[src/rtl/irq_src_pkg.sv]
package irq_src_pkg;
  // Architected width of a priority field as seen by software.
  localparam int ARCH_PRIO_W = 8;
  // Value returned on the bus and on irq_prio when nothing is selected.
  localparam logic [ARCH_PRIO_W-1:0] PRIO_NONE = 8'hFF;
  // Register bus data width.
  localparam int BUS_W = 32;
  typedef logic [BUS_W-1:0] bus_word_t;
endpackage

[src/rtl/irq_src_regs.sv]
module irq_src_regs
  import irq_src_pkg::*;
#(
  parameter int NUM_SRC = 16,
  parameter int PRIO_W  = 3,
  parameter int ADDR_W  = 8
) (
  input  logic                      clk,
  input  logic                      rst_n,
  input  logic                      bus_en,
  input  logic                      bus_we,
  input  logic [ADDR_W-1:0]         bus_addr,
  input  bus_word_t                 bus_wdata,
  output bus_word_t                 bus_rdata,
  output logic [NUM_SRC*PRIO_W-1:0] prio_flat
);
  localparam int WORD_W = ADDR_W - 2;
  localparam logic [PRIO_W-1:0] MASK_CODE = '1;

  logic [WORD_W-1:0] word_sel;
  logic              src_hit;
  logic              cfg_hit;
  logic              rd_en;
  logic [NUM_SRC-1:0] wr_sel;
  logic [PRIO_W-1:0] prio_q [NUM_SRC];
  logic [PRIO_W-1:0] prio_d [NUM_SRC];
  bus_word_t         rdata_d;
  bus_word_t         rdata_q;

  assign word_sel = bus_addr[ADDR_W-1:2];
  assign cfg_hit  = (word_sel == '0);
  assign src_hit  = !cfg_hit && (word_sel <= WORD_W'(NUM_SRC));
  assign rd_en    = bus_en && !bus_we;

  // Per-source priority storage with explicit write enables.
  for (genvar i = 0; i < NUM_SRC; i++) begin : g_src
    assign wr_sel[i] = bus_en && bus_we && (word_sel == WORD_W'(i + 1));

    always_comb begin
      prio_d[i] = prio_q[i];
      if (wr_sel[i]) prio_d[i] = bus_wdata[PRIO_W-1:0];
    end

    always_ff @(posedge clk or negedge rst_n) begin
      if (!rst_n)         prio_q[i] <= MASK_CODE;
      else if (wr_sel[i]) prio_q[i] <= prio_d[i];
    end

    assign prio_flat[i*PRIO_W +: PRIO_W] = prio_q[i];
  end

  // Read multiplexer.
  always_comb begin
    rdata_d = '0;
    if (cfg_hit) begin
      rdata_d = BUS_W'(PRIO_W);
    end else if (src_hit) begin
      for (int i = 0; i < NUM_SRC; i++) begin
        if (word_sel == WORD_W'(i + 1)) begin
          if (prio_q[i] == MASK_CODE) rdata_d = BUS_W'(PRIO_NONE);
          else                        rdata_d = BUS_W'(prio_q[i]);
        end
      end
    end
  end

  always_ff @(posedge clk or negedge rst_n) begin
    if (!rst_n)     rdata_q <= '0;
    else if (rd_en) rdata_q <= rdata_d;
  end

  assign bus_rdata = rdata_q;

  AST_CFG_READ: assert property (@(posedge clk) disable iff (!rst_n)
    (rd_en && cfg_hit) |=> (bus_rdata == BUS_W'(PRIO_W)));
  AST_MASKED_READ: assert property (@(posedge clk) disable iff (!rst_n)
    (rd_en && src_hit && (prio_d[word_sel - 1'b1] == MASK_CODE))
      |=> (bus_rdata == 32'h0000_00FF));
  AST_RDATA_NARROW: assert property (@(posedge clk) disable iff (!rst_n)
    (bus_rdata[BUS_W-1:ARCH_PRIO_W] == '0));
  AST_RDATA_HOLD: assert property (@(posedge clk) disable iff (!rst_n)
    !rd_en |=> $stable(bus_rdata));
endmodule

[src/rtl/irq_src_arb.sv]
module irq_src_arb #(
  parameter int NUM_SRC = 16,
  parameter int PRIO_W  = 3
) (
  input  logic                      clk,
  input  logic                      rst_n,
  input  logic [NUM_SRC-1:0]        irq_in,
  input  logic [NUM_SRC*PRIO_W-1:0] prio_flat,
  output logic                      win_valid,
  output logic [PRIO_W-1:0]         win_prio
);
  localparam int IDX_W = (NUM_SRC > 1) ? $clog2(NUM_SRC) : 1;
  localparam logic [PRIO_W-1:0] MASK_CODE = '1;

  // Linear chain from index 0 upward. A strict less-than keeps the
  // lower index on equal priorities.
  logic              cand_v [NUM_SRC+1];
  logic [PRIO_W-1:0] cand_p [NUM_SRC+1];
  logic [IDX_W-1:0]  cand_i [NUM_SRC+1];

  assign cand_v[0] = 1'b0;
  assign cand_p[0] = MASK_CODE;
  assign cand_i[0] = '0;

  for (genvar i = 0; i < NUM_SRC; i++) begin : g_chain
    logic [PRIO_W-1:0] p;
    logic              take;
    assign p    = prio_flat[i*PRIO_W +: PRIO_W];
    assign take = irq_in[i] && (p != MASK_CODE) && (!cand_v[i] || (p < cand_p[i]));
    assign cand_v[i+1] = cand_v[i] || take;
    assign cand_p[i+1] = take ? p : cand_p[i];
    assign cand_i[i+1] = take ? IDX_W'(i) : cand_i[i];
  end

  assign win_valid = cand_v[NUM_SRC];
  assign win_prio  = cand_p[NUM_SRC];

  AST_WIN_ASSERTED: assert property (@(posedge clk) disable iff (!rst_n)
    win_valid |-> irq_in[cand_i[NUM_SRC]]);
  AST_WIN_UNMASKED: assert property (@(posedge clk) disable iff (!rst_n)
    win_valid |-> (prio_flat[cand_i[NUM_SRC]*PRIO_W +: PRIO_W] != MASK_CODE));
endmodule

[src/rtl/irq_src_out.sv]
module irq_src_out
  import irq_src_pkg::*;
#(
  parameter int PRIO_W = 3
) (
  input  logic                   clk,
  input  logic                   rst_n,
  input  logic                   win_valid,
  input  logic [PRIO_W-1:0]      win_prio,
  output logic                   irq_req,
  output logic [ARCH_PRIO_W-1:0] irq_prio
);
  localparam logic [PRIO_W-1:0] MASK_CODE = '1;

  logic                   req_d;
  logic                   req_q;
  logic [ARCH_PRIO_W-1:0] prio_d;
  logic [ARCH_PRIO_W-1:0] prio_q;
  logic                   upd_en;

  always_comb begin
    req_d  = win_valid;
    prio_d = win_valid ? ARCH_PRIO_W'(win_prio) : PRIO_NONE;
    upd_en = (req_d != req_q) || (prio_d != prio_q);
  end

  always_ff @(posedge clk or negedge rst_n) begin
    if (!rst_n) begin
      req_q  <= 1'b0;
      prio_q <= PRIO_NONE;
    end else if (upd_en) begin
      req_q  <= req_d;
      prio_q <= prio_d;
    end
  end

  assign irq_req  = req_q;
  assign irq_prio = prio_q;

  AST_IDLE_PRIO: assert property (@(posedge clk) disable iff (!rst_n)
    !irq_req |-> (irq_prio == PRIO_NONE));
  AST_REQ_PRIO_RANGE: assert property (@(posedge clk) disable iff (!rst_n)
    irq_req |-> (irq_prio < ARCH_PRIO_W'(MASK_CODE)));
endmodule

[src/rtl/irq_source_ctrl.sv]
module irq_source_ctrl
  import irq_src_pkg::*;
#(
  parameter int NUM_SRC = 16,
  parameter int PRIO_W  = 3,
  parameter int ADDR_W  = 8
) (
  input  logic                   clk,
  input  logic                   rst_n,
  input  logic [NUM_SRC-1:0]     irq_in,
  input  logic                   bus_en,
  input  logic                   bus_we,
  input  logic [ADDR_W-1:0]      bus_addr,
  input  logic [BUS_W-1:0]       bus_wdata,
  output logic [BUS_W-1:0]       bus_rdata,
  output logic                   irq_req,
  output logic [ARCH_PRIO_W-1:0] irq_prio
);
  logic                      rst_meta_n;
  logic                      rst_sync_n;
  logic [NUM_SRC*PRIO_W-1:0] prio_flat;
  logic                      win_valid;
  logic [PRIO_W-1:0]         win_prio;

  // Asynchronous assertion, synchronous release.
  always_ff @(posedge clk or negedge rst_n) begin
    if (!rst_n) begin
      rst_meta_n <= 1'b0;
      rst_sync_n <= 1'b0;
    end else begin
      rst_meta_n <= 1'b1;
      rst_sync_n <= rst_meta_n;
    end
  end

  irq_src_regs #(.NUM_SRC(NUM_SRC), .PRIO_W(PRIO_W), .ADDR_W(ADDR_W)) u_regs (
    .clk       (clk),
    .rst_n     (rst_sync_n),
    .bus_en    (bus_en),
    .bus_we    (bus_we),
    .bus_addr  (bus_addr),
    .bus_wdata (bus_wdata),
    .bus_rdata (bus_rdata),
    .prio_flat (prio_flat)
  );

  irq_src_arb #(.NUM_SRC(NUM_SRC), .PRIO_W(PRIO_W)) u_arb (
    .clk       (clk),
    .rst_n     (rst_sync_n),
    .irq_in    (irq_in),
    .prio_flat (prio_flat),
    .win_valid (win_valid),
    .win_prio  (win_prio)
  );

  irq_src_out #(.PRIO_W(PRIO_W)) u_out (
    .clk       (clk),
    .rst_n     (rst_sync_n),
    .win_valid (win_valid),
    .win_prio  (win_prio),
    .irq_req   (irq_req),
    .irq_prio  (irq_prio)
  );

  AST_REQ_NEEDS_INPUT: assert property (@(posedge clk) disable iff (!rst_sync_n)
    irq_req |-> $past(|irq_in));
endmodule

[config.mk]
export PLATFORM = sky130hd
export DESIGN_NAME = irq_source_ctrl
export DESIGN_NICKNAME = d
export VERILOG_FILES = /design/src/rtl/irq_src_pkg.sv /design/src/rtl/irq_src_regs.sv /design/src/rtl/irq_src_arb.sv /design/src/rtl/irq_src_out.sv /design/src/rtl/irq_source_ctrl.sv
export SDC_FILE = /design/constraint.sdc
export NUM_CORES = 1
export LEC_CHECK = 0
export BUFFER_PORTS_ARGS = -buffer_cell sky130_fd_sc_hd__buf_2
export CORE_MARGIN = 2
export CORE_UTILIZATION = 62
export DETAILED_ROUTE_END_ITERATION = 12
export GPL_ROUTABILITY_DRIVEN = 0
export PLACE_DENSITY = 0.87
export SLEW_MARGIN = 0
export SYNTH_ARGS = -nofsm -noshare
export SYNTH_HDL_FRONTEND = slang
export SYNTH_SLANG_ARGS = --single-unit
[constraint.sdc]
create_clock -name clk -period 2.4 [get_ports clk]
set_input_delay 0 -clock clk [delete_from_list [all_inputs] [get_ports clk]]
set_output_delay 0 -clock clk [all_outputs]
set_load 0.05 [all_outputs]
==> impl_summary.log, run 1 <==
[metrics] number of synthesized register bits: 59
[metrics] halt point of the flow: clock tree synthesis (4_1_cts)
[metrics] post-cts hold buffer count: 3
[metrics] EDFF count, synth: 0
[metrics] dominant cell type by area after synthesis: sky130_fd_sc_hd__dfstp_2
[metrics] I/O pins: 101
[metrics] maximum root-to-sink buffer count: 2
[metrics] cts bufs inserted: 9
[metrics] number of H-tree levels: 3
[metrics] result of the run: did not finish
[metrics] instance count of the mapped netlist: roughly 660
[metrics] Root Buffer Master: sky130_fd_sc_hd__clkbuf_8
[metrics] ranking of synthesized cells by area: sky130_fd_sc_hd__dfstp_2 (25%), sky130_fd_sc_hd__mux2_2 (10%), sky130_fd_sc_hd__buf_4 (4.3%)
[metrics] number of core rows: 34
[metrics] detailed placer's ending HPWL: approximately 16,000 microns
[metrics] Avg Inst Size Synth: around 8.4 sq um
[metrics] post-synth cell types: 88
[metrics] initial standard-cell utilization of the core: 0.6393
[metrics] cells resized by post-CTS repair: 52
[metrics] quantity of I/O buffers inserted on ports: 45
[metrics] chip height: between 90 and 100 microns
[metrics] die boundary width: 98.83 microns
[metrics] first error: [ERROR DPL-0033] detailed placement checks failed during check placement.
[metrics] number of sinks handled by clock tree synthesis: 59
[metrics] Setup WS pre-CTS: -15.80 ns
[metrics] Post-CTS Setup Bufs: 68
[metrics] yosys synthesis warning count: 0
[metrics] sequential-to-total area share from yosys stat: 0.2765
[metrics] area of the mapped netlist: 5575 sq um
[metrics] Synth async-reset ratio: 1.000
[metrics] top-area cell type share of the netlist area: 0.2451
[metrics] most instantiated flip-flop cell in the synthesis netlist: sky130_fd_sc_hd__dfstp_2
-- cells in the mapped netlist, types with 9 or more instances --
cell type	count
sky130_fd_sc_hd__nand2_1	61
sky130_fd_sc_hd__a21o_1	12
sky130_fd_sc_hd__a31oi_1	9
sky130_fd_sc_hd__clkbuf_1	18
sky130_fd_sc_hd__nand2b_1	11
sky130_fd_sc_hd__dfstp_2	52
sky130_fd_sc_hd__nor2_1	53
sky130_fd_sc_hd__mux2_2	50
sky130_fd_sc_hd__mux2i_1	13
sky130_fd_sc_hd__o21ai_0	39
sky130_fd_sc_hd__inv_1	36
sky130_fd_sc_hd__nand3_1	32
sky130_fd_sc_hd__nor3_1	16
sky130_fd_sc_hd__buf_4	32
sky130_fd_sc_hd__ha_1	18
sky130_fd_sc_hd__a21oi_1	36
-- per-stage QoR --
stage / hold WS, ns / instance area, sq um / util / std cells / TNS (ns)
2_1_floorplan: -0.2956 / 5873 / - / 684 / -44.34
3_3_place_gp: -0.2156 / 7511 / 0.8613 / 994 / -47.06
3_5_place_dp: -0.2101 / 7511 / 0.8613 / 994 / -51.76
-- cells by family after synthesis --
group / Yosys count / share of synthesized area
flip-flops: 59 / 0.2765
buffers and inverters: 88 / 0.08101
other: 2 / 0.001347
adder cells (fa/ha/maj): 19 / 0.04219
multiplexers: 66 / 0.1324
AND/OR/NAND/NOR: 225 / 0.2000
AO/OA/AOI/OAI: 202 / 0.2666
==> run 2, diff against run 1 <==
--- a/config.mk
+++ b/config.mk
@@ -7,10 +7,10 @@
 export LEC_CHECK = 0
 export BUFFER_PORTS_ARGS = -buffer_cell sky130_fd_sc_hd__buf_2
 export CORE_MARGIN = 2
-export CORE_UTILIZATION = 62
+export CORE_UTILIZATION = 40
 export DETAILED_ROUTE_END_ITERATION = 12
 export GPL_ROUTABILITY_DRIVEN = 0
-export PLACE_DENSITY = 0.87
+export PLACE_DENSITY_LB_ADDON = 0.15
 export SLEW_MARGIN = 0
 export SYNTH_ARGS = -nofsm -noshare
 export SYNTH_HDL_FRONTEND = slang
==> run 2 against run 1 <==
  * The flow now finishes, with violations (setup timing)
  * Synthesized area unchanged
  * Synthesized cell count stayed put
==> impl_summary.log, run 2 <==
[metrics] DRT Pass-1 Iters: 5
[metrics] number of global-route vias before repair: approximately 6.5k
[metrics] fraction of power consumed by sequential logic: 0.230
[metrics] most instantiated flip-flop cell in the synthesis netlist: sky130_fd_sc_hd__dfstp_2
[metrics] hold path endpoint: u_regs.prio_flat[33]
[metrics] Switching Power: about 1900 uW
[metrics] dominant combinational cell family by area after synthesis: compound AO/OA/AOI/OAI gates
[metrics] I/O pins: ~100
[metrics] DRC marker count from the first detailed-route iteration: 585
[metrics] wire length of the first global-routing pass: approximately 31,000 microns
[metrics] number of sinks handled by clock tree synthesis: 59
[metrics] XOR/XNOR Fraction of Synth Area: 0
[metrics] area of the mapped netlist: roughly 5600 sq um
[metrics] top-area cell type share of the netlist area: 0.2451
[metrics] global routing's busiest layer: met2
[metrics] number of synthesized register bits: 59
[metrics] Storage cell area: roughly 1500 sq um
[metrics] GR Util All Layers: 0.2609
[metrics] post-route insts no fill: roughly 1.2k
[metrics] leading post-synthesis cells by instance count: sky130_fd_sc_hd__nand2_1 (61), sky130_fd_sc_hd__nor2_1 (53), sky130_fd_sc_hd__dfstp_2 (52)
[metrics] critical-path cell with the highest stage delay: sky130_fd_sc_hd__dfstp_2
[metrics] slew at the pin with the worst max-slew slack: 0.7379 ns
[metrics] Setup WS pre-CTS: -15.06 ns
[metrics] final hold vios: 0
[metrics] cell area reported after detailed placement: a little under 8000 sq um
[metrics] area share of and/or/nand/nor cells after synthesis: 0.2000
[metrics] residual antenna-violating net count after detailed routing: 0
[metrics] global routing usage on met2: 0.4602
[metrics] result of the run: complete, but fails checks
[metrics] pin count of the biggest net entering global routing: 33
[metrics] EDFF count, synth: 0
[metrics] source of the worst register-to-register timing path: u_regs.prio_flat[2]
[metrics] number of core rows: between 40 and 50
[metrics] insertion delay to the later sink of the worst-skew pair: roughly 0.33 ns
[metrics] highest cell delay on the worst timing path: about 0.55 ns
[metrics] most frequent cells in the layout: sky130_fd_sc_hd__buf_4 (321), sky130_fd_sc_hd__nand2_1 (59), sky130_fd_sc_hd__dfstp_2 (52)
[metrics] sequential-to-total area share from yosys stat: 0.2765
[metrics] quantity of I/O buffers inserted on ports: 45
[metrics] detailed placer's ending HPWL: 13,830 microns
[metrics] instance count of the mapped netlist: approximately 660
[metrics] chip height: ~120 microns
[metrics] met1 layer usage reported by global route: 0.3395
[metrics] core area: between 10,000 and 15,000 sq um
[metrics] post-route worst hold slack: between 0.07 and 0.08 ns
[metrics] CTS tree: built
[metrics] maximum vdd drop: approximately 0.35 mV
[metrics] most common library cell in the layout ignoring fill and taps: sky130_fd_sc_hd__buf_4
[metrics] Vias: 6,597
[metrics] yosys synthesis warning count: 0
[metrics] violations in the final reports: setup timing
[metrics] Root Buffer Master: sky130_fd_sc_hd__clkbuf_16
[metrics] number of antenna violations at the first check in global routing: 1
[metrics] relative max-transition margin: 0.5081
[metrics] Clock transition at path regs: about 0.05 ns
[metrics] Req. time, crit path: ~2.7 ns
[metrics] die boundary width: ~120 microns
[metrics] share of layout cells above drive strength 1: 0.5678
[metrics] dominant cell type by area after synthesis: sky130_fd_sc_hd__dfstp_2
[metrics] classification of the worst-slack hold path: in -> reg
[metrics] type of origin of the critical path: flop
[metrics] most frequent cell after synthesis: sky130_fd_sc_hd__nand2_1
[metrics] post-route design area: between 8000 and 9000 sq um
[metrics] Avg Inst Size Synth: around 8.4 sq um
[metrics] post-synth cell types: 88
[metrics] period utilization: 7.378
[metrics] maximum fanout encountered on the critical timing path: 3
[metrics] kind of critical path: reg -> reg
[metrics] cts bufs inserted: 9
[metrics] floorplan die area: between 10,000 and 15,000 sq um
[metrics] clock share of power: 0.204
[metrics] maxcap violations: 0
[metrics] Synth async-reset ratio: 1.000
[metrics] total area of multi-input combinational cells: just over 4000 sq um
[metrics] Crit. End Element: flop
[metrics] Filler Cells Inserted: ~1.2k
[metrics] maximum root-to-sink buffer count: 2
[metrics] final core utilization: 0.6527
[metrics] final clock skew: slightly above 0.009 ns
[metrics] average detailed-routed wire length per instance: 16.38 microns
[metrics] initial standard-cell utilization of the core: 0.4048
[metrics] Peak Freq: approximately 56 MHz
[metrics] vias per cell: roughly 5.5
[metrics] leakage power: 0.004185 uW
[metrics] Post-Synth Adder-Cell Area: 0.04219
[metrics] CP Data Arrival Time: 17.99 ns
[metrics] total internal power: roughly 3600 uW
[metrics] Worst Hold Path Cells: 3
[metrics] unrepaired setup endpoints after global routing: yes
[metrics] number of cells on the worst reg-to-reg path: 101
[metrics] multiplexer area fraction after synthesis: 0.1324
[metrics] Pins Over Slew Limit: 0
[metrics] Final WS setup: -15.31 ns
[metrics] area grow syn2layout: 61.24%
[metrics] share of total power consumed by net switching: 0.3488
[metrics] capture point of the worst reg-to-reg path: u_out.irq_prio[0]
[metrics] Critical Path Most Common Cell: sky130_fd_sc_hd__buf_4
[metrics] post-placement cell count: approximately 1.1k
[metrics] startpoint of the most critical setup path: u_regs.prio_flat[2]
[metrics] final routed DRC violation total: 0
[metrics] r2r setup slk: -15.31 ns
[metrics] pwr/cell area: 613.4 nW/um^2
[metrics] setup-violating endpoint count in the final report: 5
[metrics] Largest register FFs: 48
[metrics] GR Layer Usage met3: 0.02528
[metrics] Final Critical Period: 17.71 ns
[metrics] Total Nets Final: roughly 1.1k
[metrics] synthesized-area fraction occupied by ao, oa, aoi and oai cells: 0.2666
[metrics] grt ovf: 0
[metrics] startpoint of the worst hold path: bus_wdata[0]
[metrics] ranking of synthesized cells by area: sky130_fd_sc_hd__dfstp_2 (25%), sky130_fd_sc_hd__mux2_2 (10%), sky130_fd_sc_hd__buf_4 (4.3%)
[metrics] Logic pwr share: 0.566
[metrics] wire length reported by the detailed router: 19,640 microns
[metrics] number of H-tree levels: 3
-- run 2: critical path, delay by kind of cell (launching register included) --
kind	cells	cell delay, ns
compound gates	29	5.15
fa+ha+maj	12	2.85
mux	10	2.46
buf+inv	27	2.78
simple gates	23	3.85
flops	1	0.55
-- run 2: worst max-delay path by stage --
stage	to	slack, ns	cells after the start
floorplan	u_out.irq_prio[1]	-14.53	98
global placement	u_out.irq_prio[1]	-14.48	98
finish	u_out.irq_prio[0]	-15.31	101
global route	u_out.irq_prio[0]	-16.03	100
CTS	u_out.irq_prio[1]	-14.68	99
detailed placement	u_out.irq_prio[1]	-15.06	99
-- run 2: power groups by stage --
stage	combinational (uW)	clock, uW	sequential, uW
floorplan	1300	0	1340
global placement	2180	0	1270
detailed placement	2240	0	1270
CTS	2840	1140	1270
global route	3340	1190	1280
finish	3120	1130	1270
-- run 2: metal layers --
metal	part of all wire	wire [microns]
met1	0.44	8678
met2	0.50	9751
met3	0.044	856
met4	0.018	350
met5	0	0
-- run 2: kinds of logic (layout without fill, tap and decap cells) --
logic type,count (synthesis),after routing
mux,66,66
flops,59,59
compound gates,202,202
buf+inv,88,422
simple gates,225,225
fa+ha+maj,19,19
other cells,2,26
-- run 2: final cells by class --
cell class,instances,area share
tap,180,0.02505
timing repair buffer,372,0.3012
inverter,36,0.01587
multi-input combinational,537,0.4578
antenna,1,0.0002784
sequential,59,0.1716
clock buffer,14,0.02825
-- run 2: metrics by stage --
step / total power (uW) / TNS, ns
finish: 5514 / -51.83
global route: 5819 / -54.59
CTS: 5252 / -49.56
detailed placement: 3513 / -49.73
global placement: 3444 / -47.86
floorplan: 2642 / -44.34
-- run 2: what timing repair did --
action,CTS,global route
endpoints found under the setup margin,5,6
hold buffers,3,0
pin swaps,43,35
endpoints found under the hold margin,3,0
gates resized for setup,29,25
setup buffers,85,17
Note: power is estimated with default switching activity, not from simulation.
